`config.mk`:
```
export PLATFORM = sky130hd
export DESIGN_NAME = hb_gate_seq
export DESIGN_NICKNAME = d
export VERILOG_FILES = /design/src/rtl/hbs_pkg.sv /design/src/rtl/hbs_cmd_dec.sv /design/src/rtl/hbs_pwr_qual.sv /design/src/rtl/hbs_seq.sv /design/src/rtl/hb_gate_seq.sv
export SDC_FILE = /design/constraint.sdc
export NUM_CORES = 1
export LEC_CHECK = 0
export ABC_CLOCK_PERIOD_IN_PS = 3000
export CELL_PAD_IN_SITES_DETAIL_PLACEMENT = 0
export CELL_PAD_IN_SITES_GLOBAL_PLACEMENT = 1
export CORE_UTILIZATION = 47
export CTS_CLUSTER_DIAMETER = 120
export DETAILED_ROUTE_END_ITERATION = 16
export PLACE_DENSITY_LB_ADDON = 0.05
export SLEW_MARGIN = 20
export SYNTH_ARGS = -nofsm -noshare
export SYNTH_HDL_FRONTEND = slang
export SYNTH_SLANG_ARGS = --single-unit
```
`constraint.sdc`:
```
create_clock -name clk -period 3 [get_ports clk]
set_input_delay 0.6 -clock clk [delete_from_list [all_inputs] [get_ports clk]]
set_output_delay 0.6 -clock clk [all_outputs]
set_load 0.005 [all_outputs]
```
`src/rtl/hbs_pkg.sv`:
```
package hbs_pkg;

    typedef enum logic [2:0] {
        ST_IDLE,
        ST_WAIT_HI,
        ST_HI_ON,
        ST_WAIT_LO,
        ST_LO_BLANK,
        ST_LO_ON,
        ST_LO_CUT
    } hbs_state_e;

    typedef enum logic [1:0] {
        PQ_DOWN,
        PQ_CAL,
        PQ_READY
    } hbs_pq_e;

    typedef enum logic [1:0] {
        TGT_OFF,
        TGT_HI,
        TGT_LO
    } hbs_tgt_e;

endpackage

```
`src/rtl/hbs_cmd_dec.sv`:
```
module hbs_cmd_dec
    import hbs_pkg::*;
(
    input  logic [1:0] pwm_code_i,
    output hbs_tgt_e   tgt_o
);

    always_comb begin
        unique case (pwm_code_i)
            2'b10:   tgt_o = TGT_HI;
            2'b00:   tgt_o = TGT_LO;
            default: tgt_o = TGT_OFF;
        endcase
    end

endmodule

```
`src/rtl/hbs_pwr_qual.sv`:
```
module hbs_pwr_qual
    import hbs_pkg::*;
#(
    parameter int CAL_CYC = 7000000,
    parameter bit OT_PROT = 1'b1
) (
    input  logic clk,
    input  logic rst_n,
    input  logic supply_ok_i,
    input  logic enable_i,
    input  logic ot_trip_i,
    input  logic ot_clear_i,
    output logic run_ok_o
);

    localparam int             CW       = $clog2(CAL_CYC + 1);
    localparam logic [CW-1:0]  CAL_LAST = CW'(CAL_CYC - 1);

    hbs_pq_e         pq_q, pq_d;
    logic [CW-1:0]   cal_q, cal_d;
    logic            hot_blk;

    always_ff @(posedge clk) begin
        if (!rst_n) begin
            pq_q  <= PQ_DOWN;
            cal_q <= '0;
        end else begin
            pq_q  <= pq_d;
            cal_q <= cal_d;
        end
    end

    always_comb begin
        pq_d  = pq_q;
        cal_d = cal_q;
        if (!supply_ok_i) begin
            pq_d  = PQ_DOWN;
            cal_d = '0;
        end else begin
            unique case (pq_q)
                PQ_DOWN: begin
                    pq_d  = PQ_CAL;
                    cal_d = '0;
                end
                PQ_CAL: begin
                    if (cal_q == CAL_LAST) pq_d = PQ_READY;
                    else                   cal_d = cal_q + 1'b1;
                end
                PQ_READY: pq_d = PQ_READY;
                default:  pq_d = PQ_DOWN;
            endcase
        end
    end

    generate
        if (OT_PROT) begin : g_ot
            logic hot_q;
            always_ff @(posedge clk) begin
                if (!rst_n)                       hot_q <= 1'b0;
                else if (ot_trip_i)               hot_q <= 1'b1;
                else if (ot_clear_i)              hot_q <= 1'b0;
            end
            assign hot_blk = hot_q | ot_trip_i;
        end else begin : g_no_ot
            logic ot_unused;
            assign ot_unused = ot_trip_i ^ ot_clear_i;
            assign hot_blk   = 1'b0;
        end
    endgenerate

    assign run_ok_o = (pq_q == PQ_READY) && enable_i && supply_ok_i && !hot_blk;

endmodule

```
`src/rtl/hbs_seq.sv`:
```
module hbs_seq
    import hbs_pkg::*;
#(
    parameter int DEAD_CYC  = 4,
    parameter int BLANK_CYC = 33
) (
    input  logic     clk,
    input  logic     rst_n,
    input  logic     run_ok_i,
    input  hbs_tgt_e tgt_i,
    input  logic     zcd_on_i,
    input  logic     zero_cross_i,
    input  logic     hs_off_fb_i,
    input  logic     ls_off_fb_i,
    output logic     hs_gate_o,
    output logic     ls_gate_o
);

    localparam int            MAXC       = (DEAD_CYC > BLANK_CYC) ? DEAD_CYC : BLANK_CYC;
    localparam int            CW         = $clog2(MAXC + 1);
    localparam logic [CW-1:0] DEAD_LAST  = CW'(DEAD_CYC - 1);
    localparam logic [CW-1:0] BLANK_LAST = CW'(BLANK_CYC - 1);

    hbs_state_e    st_q, st_d;
    logic [CW-1:0] cnt_q, cnt_d;
    hbs_state_e    redirect;

    always_comb begin
        unique case (tgt_i)
            TGT_HI:  redirect = ST_WAIT_HI;
            TGT_LO:  redirect = ST_WAIT_LO;
            default: redirect = ST_IDLE;
        endcase
    end

    always_ff @(posedge clk) begin
        if (!rst_n) begin
            st_q  <= ST_IDLE;
            cnt_q <= '0;
        end else begin
            st_q  <= st_d;
            cnt_q <= cnt_d;
        end
    end

    always_comb begin
        st_d  = st_q;
        cnt_d = cnt_q;
        if (!run_ok_i) begin
            st_d  = ST_IDLE;
            cnt_d = '0;
        end else begin
            unique case (st_q)
                ST_IDLE: begin
                    st_d  = redirect;
                    cnt_d = '0;
                end
                ST_WAIT_HI: begin
                    if (tgt_i != TGT_HI) begin
                        st_d  = redirect;
                        cnt_d = '0;
                    end else if (!ls_off_fb_i) begin
                        cnt_d = '0;
                    end else if (cnt_q == DEAD_LAST) begin
                        st_d  = ST_HI_ON;
                        cnt_d = '0;
                    end else begin
                        cnt_d = cnt_q + 1'b1;
                    end
                end
                ST_HI_ON: begin
                    if (tgt_i != TGT_HI) begin
                        st_d  = redirect;
                        cnt_d = '0;
                    end
                end
                ST_WAIT_LO: begin
                    if (tgt_i != TGT_LO) begin
                        st_d  = redirect;
                        cnt_d = '0;
                    end else if (!hs_off_fb_i) begin
                        cnt_d = '0;
                    end else if (cnt_q == DEAD_LAST) begin
                        st_d  = ST_LO_BLANK;
                        cnt_d = '0;
                    end else begin
                        cnt_d = cnt_q + 1'b1;
                    end
                end
                ST_LO_BLANK: begin
                    if (tgt_i != TGT_LO) begin
                        st_d  = redirect;
                        cnt_d = '0;
                    end else if (cnt_q == BLANK_LAST) begin
                        st_d  = (zcd_on_i && zero_cross_i) ? ST_LO_CUT : ST_LO_ON;
                        cnt_d = '0;
                    end else begin
                        cnt_d = cnt_q + 1'b1;
                    end
                end
                ST_LO_ON: begin
                    if (tgt_i != TGT_LO) begin
                        st_d  = redirect;
                        cnt_d = '0;
                    end else if (zcd_on_i && zero_cross_i) begin
                        st_d  = ST_LO_CUT;
                    end
                end
                ST_LO_CUT: begin
                    if (tgt_i != TGT_LO) begin
                        st_d  = redirect;
                        cnt_d = '0;
                    end
                end
                default: begin
                    st_d  = ST_IDLE;
                    cnt_d = '0;
                end
            endcase
        end
    end

    always_comb begin
        hs_gate_o = (st_q == ST_HI_ON);
        ls_gate_o = (st_q == ST_LO_BLANK) || (st_q == ST_LO_ON);
    end

endmodule

```
`src/rtl/hb_gate_seq.sv`:
```
module hb_gate_seq
    import hbs_pkg::*;
#(
    parameter int DEAD_CYC  = 4,
    parameter int BLANK_CYC = 33,
    parameter int CAL_CYC   = 7000000,
    parameter bit OT_PROT   = 1'b1
) (
    input  logic       clk,
    input  logic       rst_n,
    input  logic       enable_i,
    input  logic [1:0] pwm_code_i,
    input  logic       zcd_en_n_i,
    input  logic       supply_ok_i,
    input  logic       zero_cross_i,
    input  logic       ot_trip_i,
    input  logic       ot_clear_i,
    input  logic       hs_off_fb_i,
    input  logic       ls_off_fb_i,
    output logic       hs_gate_o,
    output logic       ls_gate_o
);

    hbs_tgt_e tgt;
    logic     run_ok;

    hbs_cmd_dec u_dec (
        .pwm_code_i (pwm_code_i),
        .tgt_o      (tgt)
    );

    hbs_pwr_qual #(
        .CAL_CYC (CAL_CYC),
        .OT_PROT (OT_PROT)
    ) u_pq (
        .clk         (clk),
        .rst_n       (rst_n),
        .supply_ok_i (supply_ok_i),
        .enable_i    (enable_i),
        .ot_trip_i   (ot_trip_i),
        .ot_clear_i  (ot_clear_i),
        .run_ok_o    (run_ok)
    );

    hbs_seq #(
        .DEAD_CYC  (DEAD_CYC),
        .BLANK_CYC (BLANK_CYC)
    ) u_seq (
        .clk          (clk),
        .rst_n        (rst_n),
        .run_ok_i     (run_ok),
        .tgt_i        (tgt),
        .zcd_on_i     (!zcd_en_n_i),
        .zero_cross_i (zero_cross_i),
        .hs_off_fb_i  (hs_off_fb_i),
        .ls_off_fb_i  (ls_off_fb_i),
        .hs_gate_o    (hs_gate_o),
        .ls_gate_o    (ls_gate_o)
    );

endmodule

```
==> reports/summary.json, run 1 <==
{
  "tritoncts": "yes",
  "required_ps": 3150,
  "io_buffers": 13,
  "critical_path.endpoint": "u_seq.cnt_q[4]$_SDFFE_PN0P_",
  "drt_pass1_iterations": 4,
  "power_density_mw_per_mm2": 376.3,
  "floorplan.die_area_mm2": 0.004555,
  "cp_max_fo": 10,
  "reg2reg_to": "u_pq.pq_q[0]$_SDFFE_PN0P_",
  "ant_nets": 0,
  "n_fill_cell": 422,
  "worst-r2r-cell-count": 6,
  "tightest_slew_ps": 643.1,
  "drc_errors": 0,
  "route.met3.wl_um": 88,
  "ioPinCount": 14,
  "crit_path_cell_trace": "clkdlybuf4s50_1 > or3b_2 > o32ai_2 > nor3_1 > o22ai_1 > a21oi_1",
  "area_growth_syn_to_layout_pct": 12.17,
  "core_region_area_mm2": 0.004058,
  "root_buffer_cell": "sky130_fd_sc_hd__clkbuf_8",
  "critical_path.slowest_cell": "sky130_fd_sc_hd__clkdlybuf4s50_1",
  "setup.worst_path.start": "pwm_code_i[0]",
  "max_stage_delay_ps": 570,
  "path_clk_slew_ps": 70,
  "wire_length_of_the_first_global_routing_pass_mm": 7.024,
  "post_cts_buffers": 0,
  "route.layer.met1.wl_mm": 2.000,
  "postRouteWirelength_mm": 4.000,
  "post-route-min-period_ps": 2234,
  "setup_ws_ps": 766.3,
  "r2r_startpoint": "u_pq.cal_q[0]$_SDFFE_PN0P_",
  "max_freq_ghz": 0.4477,
  "reg2reg_slack_ps": 870,
  "rsz0062_at_grt": "no",
  "mostFrequentLayoutCell": "sky130_fd_sc_hd__dfxtp_1",
  "max-vdd-ir-drop_v": 0.0002747,
  "drv.max_cap_violation_count": 0,
  "met2RoutedLength_mm": 1.882,
  "layout_worst_path_cycle_share": 0.7446,
  "hp-start": "u_pq.cal_q[10]$_SDFFE_PN0P_",
  "grt_usage": 0.2006,
  "clock_path_buffers": 2,
  "synth_top_flop_cell": "sky130_fd_sc_hd__dfxtp_1",
  "synth_fp_nets": 266,
  "n_antenna_cell": 0,
  "tritoncts_num_sinks": 35,
  "final_cell_mix": "sky130_fd_sc_hd__dfxtp_1 (35), sky130_fd_sc_hd__nand2_1 (25), sky130_fd_sc_hd__nor2_1 (21)",
  "dpl.hpwl_mm": 2.934,
  "final_max_slew_viol_count": 0,
  "leakage_nw": 0.7579,
  "fin_cells": 312,
  "setup_total_negative_slack_ps": 0,
  "first_global_vias": 1590,
  "final_replace_weighted_congestion": 0.7975,
  "route.top_layer_used": "met4",
  "worst_setup_path_start_kind": "input port",
  "timing.clock.skew_ps": 6.225,
  "post_synth_edffs": 0,
  "synthesis.yosys.warnings": 0,
  "synthCells": 248,
  "netlist_area_mm2": 0.002016,
  "rel_slew_slack": 0.5677,
  "post_cts_resize_count": 0,
  "die_h_um": 67.49,
  "timing.final.setup_violations": 0,
  "synthDistinctLibCells": 49,
  "finalNetCount": 279,
  "hold_buffers": 0,
  "cp_data_arrival_time_ps": 2380,
  "final-hold-violation-count": 0,
  "ctsHtreeMaxLevel": 2,
  "fraction_of_final_layout_cells_sized_beyond_drive_strength_1": 0.07252,
  "status": "completed",
  "floorplan.initialDensity": 0.4968,
  "setup.worst_path.class": "in2reg",
  "avgSynthCellArea_um2": 8.128,
  "hold_path_class": "reg2reg",
  "worstSetupEndpointType": "flop",
  "wl_per_cell_um": 12.82,
  "ys_ff_latch": 35,
  "vias": 1726,
  "multiInputGateArea_mm2": 0.001234,
  "layout.area.seq_um2": 700.7,
  "dp_worst_setup_slack_ps": 488.1,
  "dp.cells": 304,
  "gr-total-overflow": 0,
  "grt_max_degree": 13,
  "dieWidth_um": 67.49,
  "detail_route.iter0.violations": 55,
  "async_set_or_reset_register_ratio_after_synthesis": 0,
  "clkLatencyLatePin_ps": 280,
  "std_cell_rows": 23,
  "synth_sequential_area_ratio": 0.3476,
  "vias_per_cell": 5.532,
  "antenna_found_initial": 0,
  "tritoncts_buffer_count": 5
}
-- Yosys cell counts, types with 2 or more instances --
| cell | n | area share |
|---|---|---|
| sky130_fd_sc_hd__dfxtp_1 | 35 | 0.35 |
| sky130_fd_sc_hd__nand2_1 | 25 | 0.047 |
| sky130_fd_sc_hd__nor2_1 | 21 | 0.039 |
| sky130_fd_sc_hd__a21oi_1 | 16 | 0.040 |
| sky130_fd_sc_hd__nand3_1 | 16 | 0.040 |
| sky130_fd_sc_hd__inv_1 | 10 | 0.019 |
| sky130_fd_sc_hd__xor2_1 | 9 | 0.039 |
| sky130_fd_sc_hd__o21ai_0 | 8 | 0.020 |
| sky130_fd_sc_hd__nand4_1 | 7 | 0.022 |
| sky130_fd_sc_hd__nor3_1 | 7 | 0.017 |
| sky130_fd_sc_hd__and2_1 | 6 | 0.019 |
| sky130_fd_sc_hd__clkbuf_1 | 6 | 0.011 |
| sky130_fd_sc_hd__ha_1 | 6 | 0.037 |
| sky130_fd_sc_hd__nand2b_1 | 6 | 0.019 |
| sky130_fd_sc_hd__o31ai_1 | 6 | 0.022 |
| sky130_fd_sc_hd__nand4b_1 | 4 | 0.017 |
| sky130_fd_sc_hd__o211ai_1 | 4 | 0.015 |
| sky130_fd_sc_hd__o22ai_1 | 4 | 0.012 |
| sky130_fd_sc_hd__or4_1 | 4 | 0.015 |
| sky130_fd_sc_hd__and3_1 | 3 | 0.0093 |
| sky130_fd_sc_hd__mux2i_1 | 3 | 0.015 |
| sky130_fd_sc_hd__nor2b_1 | 3 | 0.0093 |
| sky130_fd_sc_hd__nor4_1 | 3 | 0.0093 |
| sky130_fd_sc_hd__o21a_1 | 3 | 0.011 |
| sky130_fd_sc_hd__a221oi_1 | 2 | 0.0087 |
| sky130_fd_sc_hd__buf_2 | 2 | 0.0050 |
| sky130_fd_sc_hd__nand3b_1 | 2 | 0.0074 |
| sky130_fd_sc_hd__nor3b_1 | 2 | 0.0074 |
| sky130_fd_sc_hd__nor4b_1 | 2 | 0.0087 |
| sky130_fd_sc_hd__o2111ai_1 | 2 | 0.0087 |
| sky130_fd_sc_hd__or2_2 | 2 | 0.0062 |
| sky130_fd_sc_hd__xnor2_1 | 2 | 0.0087 |
-- where the power goes --
part / total [mW] / leakage [nW] / internal [mW] / switching, mW
Combinational: 0.0607 / 0.433 / 0.0277 / 0.0330
Sequential: 0.469 / 0.282 / 0.467 / 0.00198
Clock: 0.321 / 0.0422 / 0.163 / 0.158
-- kinds of logic after synthesis --
group	after synthesis	synth area share
compound gates	51	0.1664
mux	4	0.02048
buf+inv	19	0.04035
xor+xnor	11	0.04780
fa+ha+maj	6	0.03724
simple gates	122	0.3402
flops	35	0.3476
-- cell type report --
cell class                      count  area share
Clock inverter                      1    0.002214
Timing Repair Buffer               15     0.06419
Multi-Input combinational cell    194      0.5457
Inverter                           10     0.01660
Sequential cell                    35      0.3099
Clock buffer                        7     0.03376
Tap cell                           50     0.02767
-- worst min path at each step --
stage | to | slack [ps] | cells past startpoint
2_1_floorplan | u_pq.cal_q[21]$_SDFFE_PN0P_ | 450 | 1
3_3_place_gp | u_pq.cal_q[10]$_SDFFE_PN0P_ | 470 | 2
3_5_place_dp | u_pq.cal_q[10]$_SDFFE_PN0P_ | 480 | 2
4_1_cts | u_pq.cal_q[10]$_SDFFE_PN0P_ | 480 | 2
5_1_grt | u_seq.cnt_q[4]$_SDFFE_PN0P_ | 530 | 2
6_report | u_pq.cal_q[10]$_SDFFE_PN0P_ | 480 | 2
-- flip-flops by register name, indices dropped and copies added, names as in the netlist --
signal	count
u_pq.cal_q	23
u_pq.g_ot.hot_q	1
u_pq.pq_q	2
u_seq.cnt_q	6
u_seq.st_q	3
-- through the flow --
| stage | hold WS [ps] | power [mW] | utilization | cell area (µm²) |
|---|---|---|---|---|
| floorplan | 454.6 | 0.5179 | - | 2016 |
| global placement | 471.4 | 0.5416 | 0.5372 | 2180 |
| detailed placement | 476.5 | 0.5414 | 0.5372 | 2180 |
| CTS | 483.4 | 0.8660 | 0.5572 | 2261 |
| global route | 532.9 | 0.8903 | 0.5572 | 2261 |
| finish | 482.5 | 0.8507 | 0.5572 | 2261 |
-- critical path, delay by kind of cell --
family                 cells  cell delay (ps)
AND/OR/NAND/NOR            2              650
buffers and inverters      1              570
AO/OA/AOI/OAI              3              560
-- routing by layer --
layer  track usage  vias up
li1              -      928
met1        0.2657      782
met2        0.3304       14
met3       0.03547        2
met4       0.05585        0
met5             0        -
Power figures use the tool's default switching activity.
==> run 2: changes to the inputs <==
Settings changed: ABC_CLOCK_PERIOD_IN_PS 3000 to 2100, CORE_UTILIZATION 47 to 44.
Clock period 3 ns to 2.1 ns, I/O delays scaled along.
==> reports/summary.json, run 2 (same netlist as run 1, synthesis figures left out) <==
{
  "detail_route.iter0.violations": {"value": 46, "change": "-16%"},
  "io_buffers": {"value": 13, "change": "unchanged"},
  "path_clk_slew": {"value": 70, "unit": "ps", "change": "about the same"},
  "post-route-min-period_ps": 1999,
  "power.combinational.fraction": {"value": 0.069, "change": "-0.002"},
  "wire_length_of_the_first_global_routing_pass": {"value": 7.603, "unit": "mm", "change": "+8.2%"},
  "fin_hold_ws": {"value": 487.6, "unit": "ps", "change": "+5.063 ps"},
  "wl_per_cell": {"value": 13.15, "unit": "µm", "change": "+2.6%"},
  "drv.max_cap_violation_count": {"value": 0, "change": "unchanged"},
  "timing.final.setup_violations": {"value": 0, "change": "unchanged"},
  "setup.worst_path.class": "reg2reg",
  "rel_slew_slack": {"value": 0.6723, "change": "+0.1046"},
  "grt_max_degree": {"value": 13, "change": "unchanged"},
  "gr-total-overflow": {"value": 0, "change": "unchanged"},
  "area_growth_syn_to_layout_pct": 21.91,
  "ioPinCount": {"value": 14, "change": "unchanged"},
  "hp-start": "u_pq.cal_q[10]$_SDFFE_PN0P_",
  "drc_errors": {"value": 0, "change": "unchanged"},
  "worstSetupEndpointType": "flop",
  "die_h": {"value": 69.69, "unit": "µm", "change": "+3.3%"},
  "finalNetCount": {"value": 296, "change": "+6.1%"},
  "p_sw": {"value": 0.2976, "unit": "mW", "change": "+54%"},
  "floorplan.die_area": {"value": 0.004856, "unit": "mm²", "change": "+6.6%"},
  "r2r_startpoint": "u_pq.cal_q[0]$_SDFFE_PN0P_",
  "fraction_of_final_layout_cells_sized_beyond_drive_strength_1": {"value": 0.1398, "change": "+0.06727"},
  "ctsHtreeMaxLevel": {"value": 2, "change": "unchanged"},
  "antenna_found_initial": {"value": 0, "change": "unchanged"},
  "flip_flop_count_of_the_largest_register_all_copies_and_words_added": {"value": 23, "change": "unchanged"},
  "mostFrequentLayoutCell": "sky130_fd_sc_hd__dfxtp_1",
  "worstHoldEndpoint": "u_pq.cal_q[10]$_SDFFE_PN0P_",
  "grt-busiest-layer": "met2",
  "cp_max_fo": {"value": 4, "change": "-6"},
  "grt.met3_usage": {"value": 0.04506, "change": "+0.009585"},
  "final_max_slew_viol_count": {"value": 0, "change": "unchanged"},
  "whs_path_depth": {"value": 2, "change": "unchanged"},
  "required": {"value": 2320, "unit": "ps", "change": "-830 ps"},
  "cp_data_arrival_time": {"value": 2220, "unit": "ps", "change": "-160 ps"},
  "status": "completed",
  "worst_path_dominant_cell_family": "simple AND/OR/NAND/NOR gates",
  "dieWidth": {"value": 69.69, "unit": "µm", "change": "+3.3%"},
  "worst-r2r-cell-count": {"value": 6, "change": "unchanged"},
  "worst_setup_path_start_kind": "flop",
  "switching_share": {"value": 0.1994, "change": "-0.02717"},
  "grtUsageMet2": {"value": 0.3182, "change": "-0.01221"},
  "core_region_area": {"value": 0.004384, "unit": "mm²", "change": "+8.0%"},
  "path_buf_inv": {"value": 1, "change": "unchanged"},
  "std_cell_rows": {"value": 24, "change": "+4.3%"},
  "first_global_vias": {"value": 1687, "change": "+6.1%"},
  "grt_usage": {"value": 0.1956, "change": "-0.004927"},
  "tritoncts_num_sinks": {"value": 35, "change": "unchanged"},
  "rsz0062_at_grt": "yes",
  "clockPowerShare": {"value": 0.481, "change": "+0.104"},
  "hold_buffers": {"value": 0, "change": "unchanged"},
  "drt_pass1_iterations": {"value": 5, "change": "+1"},
  "setup.worst_path.start": "u_pq.cal_q[0]$_SDFFE_PN0P_",
  "max_stage_delay": {"value": 560, "unit": "ps", "change": "about the same"},
  "ant_nets": {"value": 0, "change": "unchanged"},
  "hold_path_class": "reg2reg",
  "tritoncts": "yes",
  "reg2reg_to": "u_pq.cal_q[9]$_SDFFE_PN0P_",
  "clock_path_buffers": {"value": 2, "change": "unchanged"},
  "top_register": "u_pq.cal_q",
  "top_regs": "u_pq.cal_q (23), u_seq.cnt_q (6), u_seq.st_q (3)",
  "final_cell_mix": "sky130_fd_sc_hd__dfxtp_1 (35), sky130_fd_sc_hd__nand2_1 (25), sky130_fd_sc_hd__nor2_1 (21)",
  "max-vdd-ir-drop": {"value": 0.0003461, "unit": "V", "change": "+26%"},
  "grt.met1_usage": {"value": 0.2489, "change": "-0.01684"},
  "final_replace_weighted_congestion": {"value": 0.7953, "change": "-0.28%"},
  "n_antenna_cell": {"value": 0, "change": "unchanged"},
  "finalCoreUtilization": {"value": 0.5605, "change": "+0.003302"},
  "postRouteWirelength": {"value": 4.353, "unit": "mm", "change": "+8.8%"},
  "power.internal": {"value": 1.195, "unit": "mW", "change": "+82%"},
  "clkLatencyLatePin": {"value": 290, "unit": "ps", "change": "about the same"},
  "reg2reg_slack": {"value": 100, "unit": "ps", "change": "-770 ps"},
  "timing.clock.skew": {"value": 9.353, "unit": "ps", "change": "+3.128 ps"},
  "root_buffer_cell": "sky130_fd_sc_hd__clkbuf_8",
  "crit_path_cell_trace": "ha_1 > inv_1 > or4_4 > o21ai_0 > mux2_2 > a21oi_1",
  "critical_path.slowest_cell": "sky130_fd_sc_hd__or4_4",
  "layout_worst_path_cycle_share": 0.9519,
  "final-hold-violation-count": {"value": 0, "change": "unchanged"},
  "tritoncts_buffer_count": {"value": 5, "change": "unchanged"},
  "power.share.sequential": {"value": 0.449, "change": "-0.103"},
  "dpl.hpwl": {"value": 3.205, "unit": "mm", "change": "+9.3%"},
  "leakage": {"value": 0.8698, "unit": "nW", "change": "+15%"},
  "max_freq_ghz": 0.5003,
  "power_density": {"value": 607.2, "unit": "mW/mm²", "change": "+61%"},
  "vias": {"value": 1829, "change": "+6.0%"},
  "tightest_slew": {"value": 491.6, "unit": "ps", "change": "-151.6 ps"},
  "vias_per_cell": {"value": 5.526, "change": "-0.12%"},
  "floorplan.initialDensity": {"value": 0.4598, "change": "-0.03700"}
}
==> run 2: power by group through the flow <==
stage,Combinational [mW],Clock [mW],Sequential [mW]
floorplan,0.0548,0,0.685
global placement,0.104,0,0.685
detailed placement,0.104,0,0.686
CTS,0.105,0.739,0.670
global route,0.115,0.768,0.671
finish,0.104,0.718,0.670
==> run 2: per-layer routing <==
metal / vias to the layer above / routed length [µm]
li1: 965 / -
met1: 840 / 2154
met2: 18 / 2003
met3: 6 / 122
met4: 0 / 73
met5: - / 0
==> run 2: through the flow <==
| step | instances | setup WS, ps | cell area (µm²) | total power, mW | setup TNS, ps |
|---|---|---|---|---|---|
| global placement | 323 | -129.4 | 2322 | 0.7898 | -678.1 |
| detailed placement | 323 | -149.7 | 2322 | 0.7898 | -795.7 |
| CTS | 331 | 101.6 | 2455 | 1.514 | 0 |
| floorplan | 248 | 273.1 | 2016 | 0.7398 | 0 |
| global route | 331 | -10.51 | 2457 | 1.554 | -15.14 |
| finish | 331 | 101.0 | 2457 | 1.492 | 0 |
==> run 2: area by class of cell <==
| type | instances | area, µm² |
|---|---|---|
| fillers | 430 | 1927 |
| clock buffers | 6 | 72.57 |
| well taps | 52 | 65.06 |
| multi-input cells | 194 | 1236 |
| flip-flops and latches | 35 | 700.7 |
| clock inverters | 2 | 60.06 |
| repair buffers | 32 | 285.3 |
| inverters | 10 | 37.54 |
==> run 2: worst max-delay path by stage <==
stage                            endpoint  slack, ps  cells after the start
2_1_floorplan  u_pq.cal_q[9]$_SDFFE_PN0P_        270                      6
3_3_place_gp   u_seq.st_q[2]$_SDFFE_PN0P_       -130                      6
3_5_place_dp   u_seq.st_q[2]$_SDFFE_PN0P_       -150                      6
4_1_cts        u_pq.cal_q[9]$_SDFFE_PN0P_        100                      6
5_1_grt        u_seq.st_q[2]$_SDFFE_PN0P_        -10                      6
6_report       u_pq.cal_q[9]$_SDFFE_PN0P_        100                      6
==> run 2: repair_timing <==
action                     CTS  global route
setup endpoints to repair    0             3
gates resized for setup      0             2
buffers inserted             0             0
==> run 2: tightest hold or removal path, stage by stage (launching register included) <==
cell	delay, ps
sky130_fd_sc_hd__dfxtp_1	320
sky130_fd_sc_hd__o21ai_0	70
sky130_fd_sc_hd__a21oi_1	60
==> run 3: changes to the inputs <==
Settings changed: ABC_CLOCK_PERIOD_IN_PS 2100 to 1770, CORE_UTILIZATION 44 to 39.
Clock period 2.1 ns to 1.77 ns, I/O delays scaled along.
==> reports/summary.json, run 3 (same netlist as run 1, synthesis figures left out) <==
{
  "status": "finished with violations",
  "violations": "setup timing",
  "root_buffer_cell": "sky130_fd_sc_hd__clkbuf_8",
  "core_region_area": {"value": 0.004848, "unit": "mm²", "change": "+11%"},
  "switching_share": {"value": 0.2103, "change": "+0.01082"},
  "n_fill_cell": {"value": 463, "change": "+7.7%"},
  "dp.cells": {"value": 360, "change": "+11%"},
  "mostFrequentLayoutCell": "sky130_fd_sc_hd__buf_4",
  "rel_slew_slack": {"value": 0.7586, "change": "+0.08630"},
  "cp_data_arrival_time": {"value": 1970, "unit": "ps", "change": "-250 ps"},
  "std_cell_rows": {"value": 25, "change": "+4.2%"},
  "floorplan.initialDensity": {"value": 0.4157, "change": "-0.04402"},
  "drc_errors": {"value": 0, "change": "unchanged"},
  "first_global_vias": {"value": 1777, "change": "+5.3%"},
  "area_growth_syn_to_layout_pct": 39.79,
  "wire_length_of_the_first_global_routing_pass": {"value": 7.976, "unit": "mm", "change": "+4.9%"},
  "ctsHtreeMaxLevel": {"value": 2, "change": "unchanged"},
  "final_replace_weighted_congestion": {"value": 0.8087, "change": "+1.7%"},
  "finalNetCount": {"value": 324, "change": "+9.5%"},
  "fraction_of_final_layout_cells_sized_beyond_drive_strength_1": {"value": 0.2899, "change": "+0.1501"},
  "gr-total-overflow": {"value": 0, "change": "unchanged"},
  "timing.clock.skew": {"value": 10.59, "unit": "ps", "change": "+1.234 ps"},
  "final-hold-violation-count": {"value": 0, "change": "unchanged"},
  "top_regs": "u_pq.cal_q (23), u_seq.cnt_q (6), u_seq.st_q (3)",
  "dieWidth": {"value": 73.89, "unit": "µm", "change": "+6.0%"},
  "final_cell_mix": "sky130_fd_sc_hd__buf_4 (43), sky130_fd_sc_hd__dfxtp_1 (28), sky130_fd_sc_hd__nand2_1 (25)",
  "path_clk_slew": {"value": 70, "unit": "ps", "change": "about the same"},
  "clockPowerShare": {"value": 0.479, "change": "-0.002"},
  "p_sw": {"value": 0.3823, "unit": "mW", "change": "+28%"},
  "clock_path_buffers": {"value": 2, "change": "unchanged"},
  "detail_route.iter0.violations": {"value": 55, "change": "+20%"},
  "setup_ws": {"value": -21.06, "unit": "ps", "change": "-122.1 ps"},
  "top_register": "u_pq.cal_q",
  "n_antenna_cell": {"value": 0, "change": "unchanged"},
  "drv.max_cap_violation_count": {"value": 0, "change": "unchanged"},
  "ant_nets": {"value": 0, "change": "unchanged"},
  "grt_max_degree": {"value": 13, "change": "unchanged"},
  "multiInputGateArea": {"value": 0.001321, "unit": "mm²", "change": "+6.9%"},
  "layout.area.seq": {"value": 711.9, "unit": "µm²", "change": "+1.6%"},
  "tightest_slew": {"value": 362.1, "unit": "ps", "change": "-129.4 ps"},
  "post-route-min-period": {"value": 1791, "unit": "ps", "change": "-207.9 ps"},
  "leakage": {"value": 1.070, "unit": "nW", "change": "+23%"},
  "vias": {"value": 1931, "change": "+5.6%"},
  "power.share.sequential": {"value": 0.436, "change": "-0.013"},
  "hold_path_class": "reg2reg",
  "setup_total_negative_slack": {"value": -37.81, "unit": "ps", "change": "-37.81 ps"},
  "worst_setup_path_start_kind": "flop",
  "antenna_found_initial": {"value": 0, "change": "unchanged"},
  "hold_buffers": {"value": 0, "change": "unchanged"},
  "postRouteWirelength": {"value": 4.970, "unit": "mm", "change": "+14%"},
  "wl_per_cell": {"value": 13.29, "unit": "µm", "change": "+1.0%"},
  "tritoncts_num_sinks": {"value": 35, "change": "unchanged"},
  "final_max_slew_viol_count": {"value": 0, "change": "unchanged"},
  "setup.worst_path.class": "reg2reg",
  "timing.final.setup_violations": {"value": 2, "change": "+2"},
  "dpl.hpwl": {"value": 3.587, "unit": "mm", "change": "+12%"},
  "tritoncts_buffer_count": {"value": 5, "change": "unchanged"},
  "flip_flop_count_of_the_largest_register_all_copies_and_words_added": {"value": 23, "change": "unchanged"},
  "grt_usage": {"value": 0.1936, "change": "-0.002081"},
  "worstSetupEndpointType": "flop",
  "dp_worst_setup_slack": {"value": -326.4, "unit": "ps", "change": "-176.8 ps"},
  "max_freq": {"value": 0.5583, "unit": "GHz", "change": "+12%"},
  "required": {"value": 1950, "unit": "ps", "change": "-370 ps"},
  "fin_cells": {"value": 374, "change": "+13%"},
  "max-vdd-ir-drop": {"value": 0.0004987, "unit": "V", "change": "+44%"},
  "drt_pass1_iterations": {"value": 4, "change": "-1"},
  "reg2reg_slack": {"value": -20, "unit": "ps", "change": "-120 ps"},
  "layout_worst_path_cycle_share": {"value": 1.012, "change": "+0.06000"},
  "cp_max_fo": {"value": 6, "change": "+2"},
  "rsz0062_at_grt": "yes",
  "vias_per_cell": {"value": 5.163, "change": "-6.6%"},
  "floorplan.die_area": {"value": 0.005460, "unit": "mm²", "change": "+12%"},
  "die_h": {"value": 73.89, "unit": "µm", "change": "+6.0%"},
  "power.internal": {"value": 1.436, "unit": "mW", "change": "+20%"},
  "clkLatencyLatePin": {"value": 290, "unit": "ps", "change": "about the same"},
  "io_buffers": {"value": 13, "change": "unchanged"},
  "power.total": {"value": 1.818, "unit": "mW", "change": "+22%"},
  "power.combinational.fraction": {"value": 0.085, "change": "+0.016"},
  "ioPinCount": {"value": 14, "change": "unchanged"},
  "tritoncts": "yes",
  "power_density": {"value": 645.3, "unit": "mW/mm²", "change": "+6.3%"}
}
## run 3: cell count changes in the layout (fill, tap and decap cells not counted), sizes merged
cell and change:
buf +28, clkbuf -1, clkdlybuf4s50 -3, clkinvlp +1
dlygate4sd2 +1, dlymetal6s2s +2
## run 3: final timing paths
path	startpoint	to	cells past startpoint
max reg2reg	u_pq.cal_q[0]$_SDFFE_PN0P_	u_pq.pq_q[0]$_SDFFE_PN0P_	7
min reg2reg	u_pq.cal_q[21]$_SDFFE_PN0P_	u_pq.cal_q[21]$_SDFFE_PN0P_	1
max	u_pq.cal_q[0]$_SDFFE_PN0P_	u_pq.pq_q[0]$_SDFFE_PN0P_	7
min	u_pq.cal_q[21]$_SDFFE_PN0P_	u_pq.cal_q[21]$_SDFFE_PN0P_	1
## run 3: power by group through the flow
stage	clock, mW	combinational (mW)	sequential (mW)
floorplan	0	0.0651	0.813
global placement	0	0.132	0.813
detailed placement	0	0.132	0.813
CTS	0.890	0.148	0.795
global route	0.924	0.166	0.794
finish	0.871	0.154	0.794
## run 3: what timing repair did
| item | CTS | global route |
|---|---|---|
| buffers inserted | 0 | 5 |
| cloned | 1 | 0 |
| resized for setup | 11 | 21 |
| endpoints found under the setup margin | 13 | 23 |
| pin swaps | 3 | 8 |
## run 3: critical path, cell delays in order (launching register included)
cell	delay [ps]
sky130_fd_sc_hd__dfxtp_2	350
sky130_fd_sc_hd__ha_4	140
sky130_fd_sc_hd__inv_2	40
sky130_fd_sc_hd__or4_4	550
sky130_fd_sc_hd__o21ai_4	220
sky130_fd_sc_hd__buf_12	150
sky130_fd_sc_hd__mux2i_1	180
sky130_fd_sc_hd__nor2_1	60
## run 3: final cells by class
type                            count  share of cell area
Clock buffer                        5             0.02442
Clock inverter                      3             0.02398
Inverter                           10             0.01332
Multi-Input combinational cell    194              0.4689
Sequential cell                    35              0.2527
Tap cell                           67             0.02975
Timing Repair Buffer               60              0.1869
## run 3: routing by layer
| layer | wire length, µm | up-vias | track usage | part of all wire |
|---|---|---|---|---|
| li1 | - | 1020 | - | - |
| met1 | 2357 | 890 | 0.2425 | 0.47 |
| met4 | 19 | 0 | 0.06410 | 0.0038 |
| met2 | 2489 | 19 | 0.3252 | 0.50 |
| met5 | 0 | - | 0 | 0 |
| met3 | 104 | 2 | 0.04527 | 0.021 |
## run 3: per-stage QoR
stage | utilization | instance area (µm²) | hold slack [ps]
floorplan | - | 2023 | 433.4
global placement | 0.5185 | 2514 | 473.8
detailed placement | 0.5185 | 2514 | 482.5
CTS | 0.5605 | 2718 | 494.1
global route | 0.5812 | 2818 | 495.4
finish | 0.5812 | 2818 | 472.4
